## src/rtl/dma_chan_pkg.sv

```systemverilog
`timescale 1ns/1ps
package dma_chan_pkg;
  localparam int REG_W   = 32;
  localparam int REQ_W   = 6;
  localparam int NUM_REQ = (1 << REQ_W) - 1;
  localparam int SEL_W   = 4;
  localparam int RING_W  = 4;

  localparam logic [2:0] IDX_SRC   = 3'd0;
  localparam logic [2:0] IDX_DST   = 3'd1;
  localparam logic [2:0] IDX_CNT   = 3'd2;
  localparam logic [2:0] IDX_CTRL  = 3'd3;
  localparam logic [2:0] IDX_GO    = 3'd4;
  localparam logic [2:0] IDX_ABORT = 3'd5;

  localparam int CB_EN      = 0;
  localparam int CB_HIPRI   = 1;
  localparam int CB_SIZE    = 2;
  localparam int CB_SRCINC  = 4;
  localparam int CB_DSTINC  = 5;
  localparam int CB_RING    = 6;
  localparam int CB_RINGDST = 10;
  localparam int CB_CHAIN   = 11;
  localparam int CB_REQ     = 15;
  localparam int CB_QUIET   = 21;
  localparam int CB_WATCH   = 23;
  localparam int CB_BUSY    = 24;

  typedef struct packed {
    logic rdBeat;
    logic wrBeat;
  } chanStrobe_t;

  typedef enum logic [1:0] {ST_IDLE, ST_ARM, ST_READ, ST_WRITE} chanState_t;
endpackage

```

## src/rtl/dma_chan_dp.sv

```systemverilog
`timescale 1ns/1ps
module dma_chan_dp
  import dma_chan_pkg::*;
#(
  parameter int ADDR_W = 32,
  parameter int CNT_W  = 32
) (
  input  logic              clk,
  input  logic              rstN,
  input  logic              regWe,
  input  logic [2:0]        regAddr,
  input  logic [REG_W-1:0]  regWdata,
  input  logic              busy,
  input  chanStrobe_t       strobe,
  input  logic [REG_W-1:0]  memRdata,
  output logic [REG_W-1:0]  regRdata,
  output logic [ADDR_W-1:0] srcAddr,
  output logic [ADDR_W-1:0] dstAddr,
  output logic [CNT_W-1:0]  count,
  output logic [REG_W-1:0]  dataReg,
  output logic              enable,
  output logic              highPri,
  output logic              quiet,
  output logic              watch,
  output logic [1:0]        sizeCode,
  output logic [SEL_W-1:0]  chainSel,
  output logic [REQ_W-1:0]  reqSel,
  output logic [RING_W-1:0] ringSize,
  output logic              ringOnDst
);
  logic [REG_W-1:0]  ctrlWord;
  logic [ADDR_W-1:0] srcNext, dstNext;

  function automatic logic [ADDR_W-1:0] stepAddr(
    input logic [ADDR_W-1:0] a,
    input logic [1:0]        sz,
    input logic [RING_W-1:0] ring,
    input logic              wrapHere
  );
    logic [ADDR_W-1:0] stepV, sum, mask;
    stepV = (sz == 2'd0) ? ADDR_W'(1) : (sz == 2'd1) ? ADDR_W'(2) : ADDR_W'(4);
    sum   = a + stepV;
    mask  = (ADDR_W'(1) << ring) - ADDR_W'(1);
    if (wrapHere && ring != '0) return (a & ~mask) | (sum & mask);
    return sum;
  endfunction

  assign enable    = ctrlWord[CB_EN];
  assign highPri   = ctrlWord[CB_HIPRI];
  assign quiet     = ctrlWord[CB_QUIET];
  assign watch     = ctrlWord[CB_WATCH];
  assign sizeCode  = ctrlWord[CB_SIZE +: 2];
  assign chainSel  = ctrlWord[CB_CHAIN +: SEL_W];
  assign reqSel    = ctrlWord[CB_REQ +: REQ_W];
  assign ringSize  = ctrlWord[CB_RING +: RING_W];
  assign ringOnDst = ctrlWord[CB_RINGDST];

  assign srcNext = ctrlWord[CB_SRCINC] ? stepAddr(srcAddr, sizeCode, ringSize, !ringOnDst) : srcAddr;
  assign dstNext = ctrlWord[CB_DSTINC] ? stepAddr(dstAddr, sizeCode, ringSize, ringOnDst) : dstAddr;

  always_ff @(posedge clk or negedge rstN) begin
    if (!rstN) begin
      srcAddr  <= '0;
      dstAddr  <= '0;
      count    <= '0;
      ctrlWord <= '0;
      dataReg  <= '0;
    end else begin
      if (regWe && (regAddr == IDX_SRC || regAddr == IDX_GO)) srcAddr <= regWdata[ADDR_W-1:0];
      else if (strobe.rdBeat) srcAddr <= srcNext;

      if (regWe && regAddr == IDX_DST) dstAddr <= regWdata[ADDR_W-1:0];
      else if (strobe.wrBeat) dstAddr <= dstNext;

      if (regWe && regAddr == IDX_CNT) count <= regWdata[CNT_W-1:0];
      else if (strobe.wrBeat) count <= count - CNT_W'(1);

      if (regWe && regAddr == IDX_CTRL) ctrlWord <= regWdata & ~(REG_W'(1) << CB_BUSY);

      if (strobe.rdBeat) dataReg <= memRdata;
    end
  end

  always_comb begin
    case (regAddr)
      IDX_SRC, IDX_GO: regRdata = REG_W'(srcAddr);
      IDX_DST:         regRdata = REG_W'(dstAddr);
      IDX_CNT:         regRdata = REG_W'(count);
      IDX_CTRL:        regRdata = ctrlWord | (REG_W'(busy) << CB_BUSY);
      default:         regRdata = '0;
    endcase
  end
endmodule

```

## src/rtl/dma_chan_ctrl.sv

```systemverilog
`timescale 1ns/1ps
module dma_chan_ctrl
  import dma_chan_pkg::*;
#(
  parameter int CNT_W   = 32,
  parameter int CHAN_ID = 0
) (
  input  logic               clk,
  input  logic               rstN,
  input  logic               regWe,
  input  logic [2:0]         regAddr,
  input  logic               wrEnBit,
  input  logic               wrAbortBit,
  input  logic               enable,
  input  logic               quiet,
  input  logic [SEL_W-1:0]   chainSel,
  input  logic [REQ_W-1:0]   reqSel,
  input  logic [CNT_W-1:0]   count,
  input  logic [NUM_REQ-1:0] reqLines,
  input  logic               chainIn,
  input  logic               memReady,
  output logic               busy,
  output chanStrobe_t        strobe,
  output logic               memReq,
  output logic               memWe,
  output logic               irqOut,
  output logic               chainOut
);
  chanState_t       state, nextState;
  logic [NUM_REQ:0] gateVec;
  logic             reqOk, wantStart, abortHit, done;

  assign gateVec   = {1'b1, reqLines};
  assign reqOk     = gateVec[reqSel];
  assign wantStart = (regWe && regAddr == IDX_CTRL && wrEnBit) ||
                     (enable && ((regWe && regAddr == IDX_GO) || chainIn));
  assign abortHit  = regWe && regAddr == IDX_ABORT && wrAbortBit;

  always_comb begin
    nextState = state;
    strobe    = '0;
    done      = 1'b0;
    case (state)
      ST_IDLE:  if (wantStart && count != '0) nextState = ST_ARM;
      ST_ARM:   if (reqOk) nextState = ST_READ;
      ST_READ:  if (memReady) begin
                  strobe.rdBeat = 1'b1;
                  nextState     = ST_WRITE;
                end
      ST_WRITE: if (memReady) begin
                  strobe.wrBeat = 1'b1;
                  if (count == CNT_W'(1)) begin
                    done      = 1'b1;
                    nextState = ST_IDLE;
                  end else begin
                    nextState = ST_ARM;
                  end
                end
      default:  nextState = ST_IDLE;
    endcase
    if (abortHit) begin
      nextState = ST_IDLE;
      done      = 1'b0;
    end
  end

  always_ff @(posedge clk or negedge rstN) begin
    if (!rstN) begin
      state    <= ST_IDLE;
      irqOut   <= 1'b0;
      chainOut <= 1'b0;
    end else begin
      state    <= nextState;
      irqOut   <= done && !quiet;
      chainOut <= done && (chainSel != SEL_W'(CHAN_ID));
    end
  end

  assign busy   = state != ST_IDLE;
  assign memReq = state == ST_READ || state == ST_WRITE;
  assign memWe  = state == ST_WRITE;
endmodule

```

## src/rtl/dma_chan_top.sv

```systemverilog
`timescale 1ns/1ps
module dma_chan_top
  import dma_chan_pkg::*;
#(
  parameter int ADDR_W  = 32,
  parameter int CNT_W   = 32,
  parameter int CHAN_ID = 0
) (
  input  logic               clk,
  input  logic               rstN,
  input  logic               regWe,
  input  logic [2:0]         regAddr,
  input  logic [REG_W-1:0]   regWdata,
  output logic [REG_W-1:0]   regRdata,
  input  logic [NUM_REQ-1:0] reqLines,
  input  logic               chainIn,
  output logic               memReq,
  output logic               memWe,
  output logic [1:0]         memSize,
  output logic [ADDR_W-1:0]  memAddr,
  output logic [REG_W-1:0]   memWdata,
  input  logic [REG_W-1:0]   memRdata,
  input  logic               memReady,
  output logic               irqOut,
  output logic               chainOut,
  output logic [SEL_W-1:0]   chainTarget,
  output logic               highPri,
  output logic               sniffWatch
);
  chanStrobe_t       strobe;
  logic              busy, enable, quiet, ringOnDst;
  logic [ADDR_W-1:0] srcAddr, dstAddr;
  logic [CNT_W-1:0]  count;
  logic [REG_W-1:0]  dataReg;
  logic [REQ_W-1:0]  reqSel;
  logic [RING_W-1:0] ringSize;

  dma_chan_dp #(.ADDR_W(ADDR_W), .CNT_W(CNT_W)) uDp (
    .clk(clk), .rstN(rstN), .regWe(regWe), .regAddr(regAddr), .regWdata(regWdata),
    .busy(busy), .strobe(strobe), .memRdata(memRdata), .regRdata(regRdata),
    .srcAddr(srcAddr), .dstAddr(dstAddr), .count(count), .dataReg(dataReg),
    .enable(enable), .highPri(highPri), .quiet(quiet), .watch(sniffWatch),
    .sizeCode(memSize), .chainSel(chainTarget), .reqSel(reqSel),
    .ringSize(ringSize), .ringOnDst(ringOnDst)
  );

  dma_chan_ctrl #(.CNT_W(CNT_W), .CHAN_ID(CHAN_ID)) uCtrl (
    .clk(clk), .rstN(rstN), .regWe(regWe), .regAddr(regAddr),
    .wrEnBit(regWdata[CB_EN]), .wrAbortBit(regWdata[CHAN_ID]),
    .enable(enable), .quiet(quiet), .chainSel(chainTarget), .reqSel(reqSel),
    .count(count), .reqLines(reqLines), .chainIn(chainIn), .memReady(memReady),
    .busy(busy), .strobe(strobe), .memReq(memReq), .memWe(memWe),
    .irqOut(irqOut), .chainOut(chainOut)
  );

  assign memAddr  = memWe ? dstAddr : srcAddr;
  assign memWdata = dataReg;
endmodule

```

## config.mk

```make
export PLATFORM = sky130hd
export DESIGN_NAME = dma_chan_top
export DESIGN_NICKNAME = d
export VERILOG_FILES = /design/src/rtl/dma_chan_pkg.sv /design/src/rtl/dma_chan_dp.sv /design/src/rtl/dma_chan_ctrl.sv /design/src/rtl/dma_chan_top.sv
export SDC_FILE = /design/constraint.sdc
export NUM_CORES = 1
export LEC_CHECK = 0
export ABC_AREA = 1
export BUFFER_PORTS_ARGS = -buffer_cell sky130_fd_sc_hd__buf_2
export CORE_MARGIN = 8
export CORE_UTILIZATION = 55
export CTS_BUF_LIST = sky130_fd_sc_hd__clkbuf_4 sky130_fd_sc_hd__clkbuf_8 sky130_fd_sc_hd__clkbuf_16
export CTS_CLUSTER_DIAMETER = 100
export DETAILED_ROUTE_END_ITERATION = 12
export PLACE_DENSITY_LB_ADDON = 0.15
export SLEW_MARGIN = 20
export SYNTH_ARGS = -nofsm -noshare
export SYNTH_HDL_FRONTEND = slang
export SYNTH_HIERARCHICAL = 1
export SYNTH_SLANG_ARGS = --single-unit
```

## constraint.sdc

```tcl
create_clock -name clk -period 3.59 [get_ports clk]
set_clock_uncertainty 0.15 [all_clocks]
set_input_delay 0.718 -clock clk [delete_from_list [all_inputs] [get_ports clk]]
set_output_delay 0.718 -clock clk [all_outputs]
set_load 0.1 [all_outputs]
```

==> results of run 1 <==
[layout make-up]
cell class | count | share of cell area
flip-flops and latches | 163 | 0.284
multi-input cells | 1419 | 0.488
repair buffers | 264 | 0.0981
clock buffers | 17 | 0.0296
clock inverters | 15 | 0.0140
well taps | 285 | 0.0248
inverters | 228 | 0.0611
[worst min path at each step]
stage                    startpoint               to  slack (ps)  cells after the start
finish                         rstN     uDp/count[5]          30                      1
global route                   rstN     uDp/count[3]          50                      1
CTS                            rstN  uDp/ctrlWord[0]          40                      1
detailed placement  uDp/dataReg[24]  uDp/dataReg[24]         300                      2
global placement    uDp/dataReg[22]  uDp/dataReg[22]         300                      2
floorplan                      rstN   uCtrl/chainOut         270                      0
[per-stage QoR]
step                power (W)  worst slack [ps]  hold WS [ps]  cell area (um2)
CTS                    0.0146              99.2          39.2            14300
floorplan              0.0107              -246           272            12500
global route           0.0155              66.1          50.8            14400
finish                 0.0147               138          30.7            14400
global placement       0.0126               194           299            13700
detailed placement     0.0127               115           303            13700
[layer usage]
metal / wire, um / track usage / vias to the layer above
li1: - / - / 6542
met1: 19300 / 0.445 / 6417
met2: 21700 / 0.543 / 942
met3: 5540 / 0.0749 / 166
met4: 3120 / 0.199 / 0
met5: 0 / 0 / -
[power groups by stage]
| stage | Clock, W | Sequential (W) | Combinational (W) |
|---|---|---|---|
| 3_3_place_gp | 0 | 0.00371 | 0.00890 |
| 2_1_floorplan | 0 | 0.00448 | 0.00625 |
| 5_1_grt | 0.00202 | 0.00379 | 0.00966 |
| 4_1_cts | 0.00196 | 0.00368 | 0.00900 |
| 6_report | 0.00193 | 0.00372 | 0.00910 |
| 3_5_place_dp | 0 | 0.00370 | 0.00897 |
[layout by cell type (no fill, tap or decap), drive strengths merged, types with 14 or more instances in the layout]
master and count:
nor3 38, nand3 116, xor2 36, o211ai 21, nor2 175, inv 231
nand4 20, o21ai 102, buf 264, ha 14, o221ai 43, clkbuf 17
a22oi 39, a21oi 75, nand2 676, dfrtp 163
[timing repair]
item	in CTS	in global routing
setup endpoints to repair	0	15
resized for setup	0	2
buffers inserted	0	0
==> impl_metrics.yaml, run 1 <==
setup_path:
  crit_family: "buffers and inverters"
  cp-start-kind: "input port"
  critical_path.max_stage_delay_ps: 450
  crit_arrival_ps: 2580
  crit_start: "regAddr[1]"
  timing.critical_path.to: "regRdata[31]"
  r2r-start: "uDp/ctrlWord[3]"
  worstPathRequired_ps: 2720
  cp_cell_sequence: "buf_2 > inv_1 > nor2_1 > nand2_1 > clkinv_2 > a22oi_1 > o221ai_1 > buf_2"
  r2r_cells: 14
  crit_path_top_delay_cell: "clkinv_2"
  r2r_setup_slack_ps: 390
  worst_setup_path_end_kind: "primary output"
  crit_cells: 8
  crit_path_frequent_cell: "buf_2"
  crit_buf_inv: 4
  path_class: "input port to primary output"
  crit_fanout: 27
layout:
  fill_cells: 2217
  finalNetCount: 2244
  syn_to_final_growth_pct: 15.4
  fin_util: 0.640
  fin_cells: 2391
  seq_area_um2: 4080
  drive_gt1_frac: 0.174
  n_antenna_cell: 0
  multiInputGateArea_um2: 7010
clock_network:
  clk_path_buf_depth: 2
  cts_max_level: 4
  clock-root-buffer: "clkbuf_16"
  cts_hold_buf: 0
  cts_made_buffers: 17
  cts.sinks: 163
  path_clk_slew_ps: 80
  cts_tree: "done"
  insertion_delay_ps: 450
grt:
  grt_max_degree: 61
  antenna_found_initial: 0
  grt_remaining_overflow: 0
  grt_first_pass_wirelength_mm: 76.2
  grt_usage: 0.349
  grt_pass1_vias: 13258
synth:
  synth_nets: 2040
  syn_avg_cell_area_um2: 6.58
  netlist_instances: 1889
  syn_area_um2: 12400
  ys_warn_count: 6
flow_run:
  max_cap_violations: 0
pwr:
  combinationalPowerShare: 0.617
  p_int_w: 0.00539
  power.leakage_nw: 7.52
  p_seq_frac: 0.252
  power_density_nw_per_um2: 1030
  pwr-share-clk: 0.131
  switching_share: 0.634
  vdd_drop_max_uv: 1100
  p_sw_w: 0.00936
sta:
  rsz0062_at_grt: "no"
  hold_violations: 0
  period_needed_ps: 3450
  finalSetupViolations: 0
  tightest_slew_ps: 1070
  tns_ps: 0
  period_share: 0.962
  drv_slew: 0
  fmax_mhz: 290
  slew_headroom: 0.282
floorplanning:
  die_x_um: 166
  io_pins: 243
  core_um2: 22400
  dieHeight_um: 166
  dieArea_um2: 27700
  initial_core_util: 0.554
  fp-row-count: 55
placed_design:
  place_congestion: 1.06
  dp_cells: 2359
  hpwl_mm: 38.3
  port_buffers: 242
drt:
  drc: 0
  routed_wl_mm: 49.7
  drtIter0Drc: 1939
  antenna_left: 0
  via_per_inst: 5.88
  vias: 14067
  first_pass_iters: 7
  wl_per_cell_um: 20.8
status:
  outcome: "finished clean"
worst_hold_path:
  min_path_type: "input port to asynchronous set/reset pin"
No activity file was read; power rests on OpenSTA's default activity.
==> inputs of run 2 (changes only) <==
BUFFER_PORTS_ARGS = default   (was -buffer_cell sky130_fd_sc_hd__buf_2)
DONT_BUFFER_PORTS = 1   (was default)
==> impl_metrics.yaml, run 2 (same netlist as run 1, synthesis figures left out) <==
drt:
  routed_wl_mm: 47.6
  via_per_inst: 6.10
  first_pass_iters: 8
  vias: 13524
  antenna_left: 0
  wl_per_cell_um: 21.5
  drtIter0Drc: 1746
  drc: 0
setup_path:
  worst_setup_path_end_kind: "flop"
  crit_family: "simple AND/OR/NAND/NOR gates"
  critical_path.max_stage_delay_ps: 450
  cp_cell_sequence: "nor2_1 > ha_1 > inv_1 > fa_1 > inv_1 > nand2_1 > a21oi_1 > nand2_1 > nor2_1 > nand3_1 > nor2_1 > o21ai_0 > nand2_1 > nand2_1"
  crit_fanout: 6
  crit_path_top_delay_cell: "dfrtp_1"
  path_class: "flop to flop"
  crit_cells: 14
  r2r-start: "uDp/ctrlWord[3]"
  r2r_cells: 14
  crit_path_frequent_cell: "nand2_1"
  crit_buf_inv: 2
  cp-start-kind: "flop"
  crit_arrival_ps: 3380
  worstPathRequired_ps: 3780
  r2r_setup_slack_ps: 400
sta:
  finalSetupViolations: 0
  period_needed_ps: 3190
  finalHoldWorstSlack_ps: -177
  hold_violations: 163
  tns_ps: 0
  fmax_mhz: 314
  tightest_slew_ps: 942
  slew_headroom: 0.366
  drv_slew: 0
  period_share: 0.888
  rsz0062_at_grt: "no"
floorplanning:
  initial_core_util: 0.554
  dieArea_um2: 27700
  fp-row-count: 55
  core_um2: 22400
  io_pins: 243
  dieHeight_um: 166
  die_x_um: 166
clock_network:
  cts_max_level: 4
  cts_resized: 0
  cts_tree: "done"
  clk_path_buf_depth: 2
  cts.sinks: 163
  insertion_delay_ps: 440
  post_cts_buffers: 0
  clock-root-buffer: "clkbuf_16"
  path_clk_slew_ps: 80
  cts_made_buffers: 17
placed_design:
  place_congestion: 1.03
  port_buffers: 0
  place_area_um2: 13500
  hpwl_mm: 36.1
flow_run:
  max_cap_violations: 0
pwr:
  vdd_drop_max_uv: 1160
  power_density_nw_per_um2: 1060
  power.leakage_nw: 6.94
layout:
  syn_to_final_growth_pct: 13.4
  final_common_cell: "nand2_1"
  final_cell_area_um2: 14100
  n_antenna_cell: 0
  mostFrequentLayoutCells: "nand2_1, inv_1, nor2_1, dfrtp_1, nand3_1"
  fin_util: 0.629
  finalNetCount: 2070
  drive_gt1_frac: 0.113
grt:
  grt_remaining_overflow: 0
  grt_max_degree: 164
  antenna_found_initial: 0
  grt_pass1_vias: 12557
  grt_first_pass_wirelength_mm: 72.9
  grt_usage: 0.334
status:
  failed_checks: "negative hold slack"
  outcome: "complete, but fails checks"
worst_hold_path:
  min_path_type: "input port to asynchronous set/reset pin"
run 2: cell count changes in the layout (fill, tap and decap cells not counted), sizes merged:
| cell | before | now |
|---|---|---|
| clkinv | 11 | 12 |
| buf | 264 | 90 |
| clkinvlp | 1 | 0 |
run 2: final cells by class:
cell class              count  area [um2]
clock buffers              17         425
flip-flops and latches    163        4080
fillers                  2078        8330
well taps                 285         357
multi-input cells        1419        7170
inverters                 228         872
repair buffers             90        1000
clock inverters            15         201
run 2: worst register-to-register path, delay by kind of cell (launching register included):
| kind | cells | cell delay [ps] |
|---|---|---|
| buffers and inverters | 2 | 130 |
| flip-flops | 1 | 450 |
| adder cells (fa/ha/maj) | 2 | 610 |
| AO/OA/AOI/OAI | 2 | 370 |
| AND/OR/NAND/NOR | 8 | 1390 |
run 2: worst max-delay path by stage:
stage,to,start,slack (ps)
finish,flop,uDp/ctrlWord[3],400
global route,flop,uDp/ctrlWord[3],300
CTS,regRdata[13],regAddr[1],480
detailed placement,regRdata[13],regAddr[1],480
global placement,regRdata[31],regAddr[1],540
floorplan,regRdata[15],regAddr[1],-250
run 2: through the flow:
| stage | hold slack [ps] | cells | total power (W) | setup WS [ps] |
|---|---|---|---|---|
| 3_3_place_gp | 285 | 2185 | 0.0128 | 542 |
| 6_report | -177 | 2217 | 0.0149 | 401 |
| 4_1_cts | -184 | 2217 | 0.0148 | 481 |
| 5_1_grt | -190 | 2217 | 0.0156 | 298 |
| 3_5_place_dp | 284 | 2185 | 0.0129 | 484 |
| 2_1_floorplan | 272 | 1889 | 0.0107 | -246 |
run 2: report_power, final:
part / switching (W) / internal [W] / total (W)
clock: 0.000977 / 0.000958 / 0.00194
combinational: 0.00592 / 0.00215 / 0.00807
sequential: 0.00238 / 0.00253 / 0.00491
run 2: routing by layer:
metal | wire (um) | global-route usage
met1 | 18300 | 0.423
met2 | 21200 | 0.513
met3 | 5300 | 0.0822
met4 | 2730 | 0.195
met5 | 0 | 0
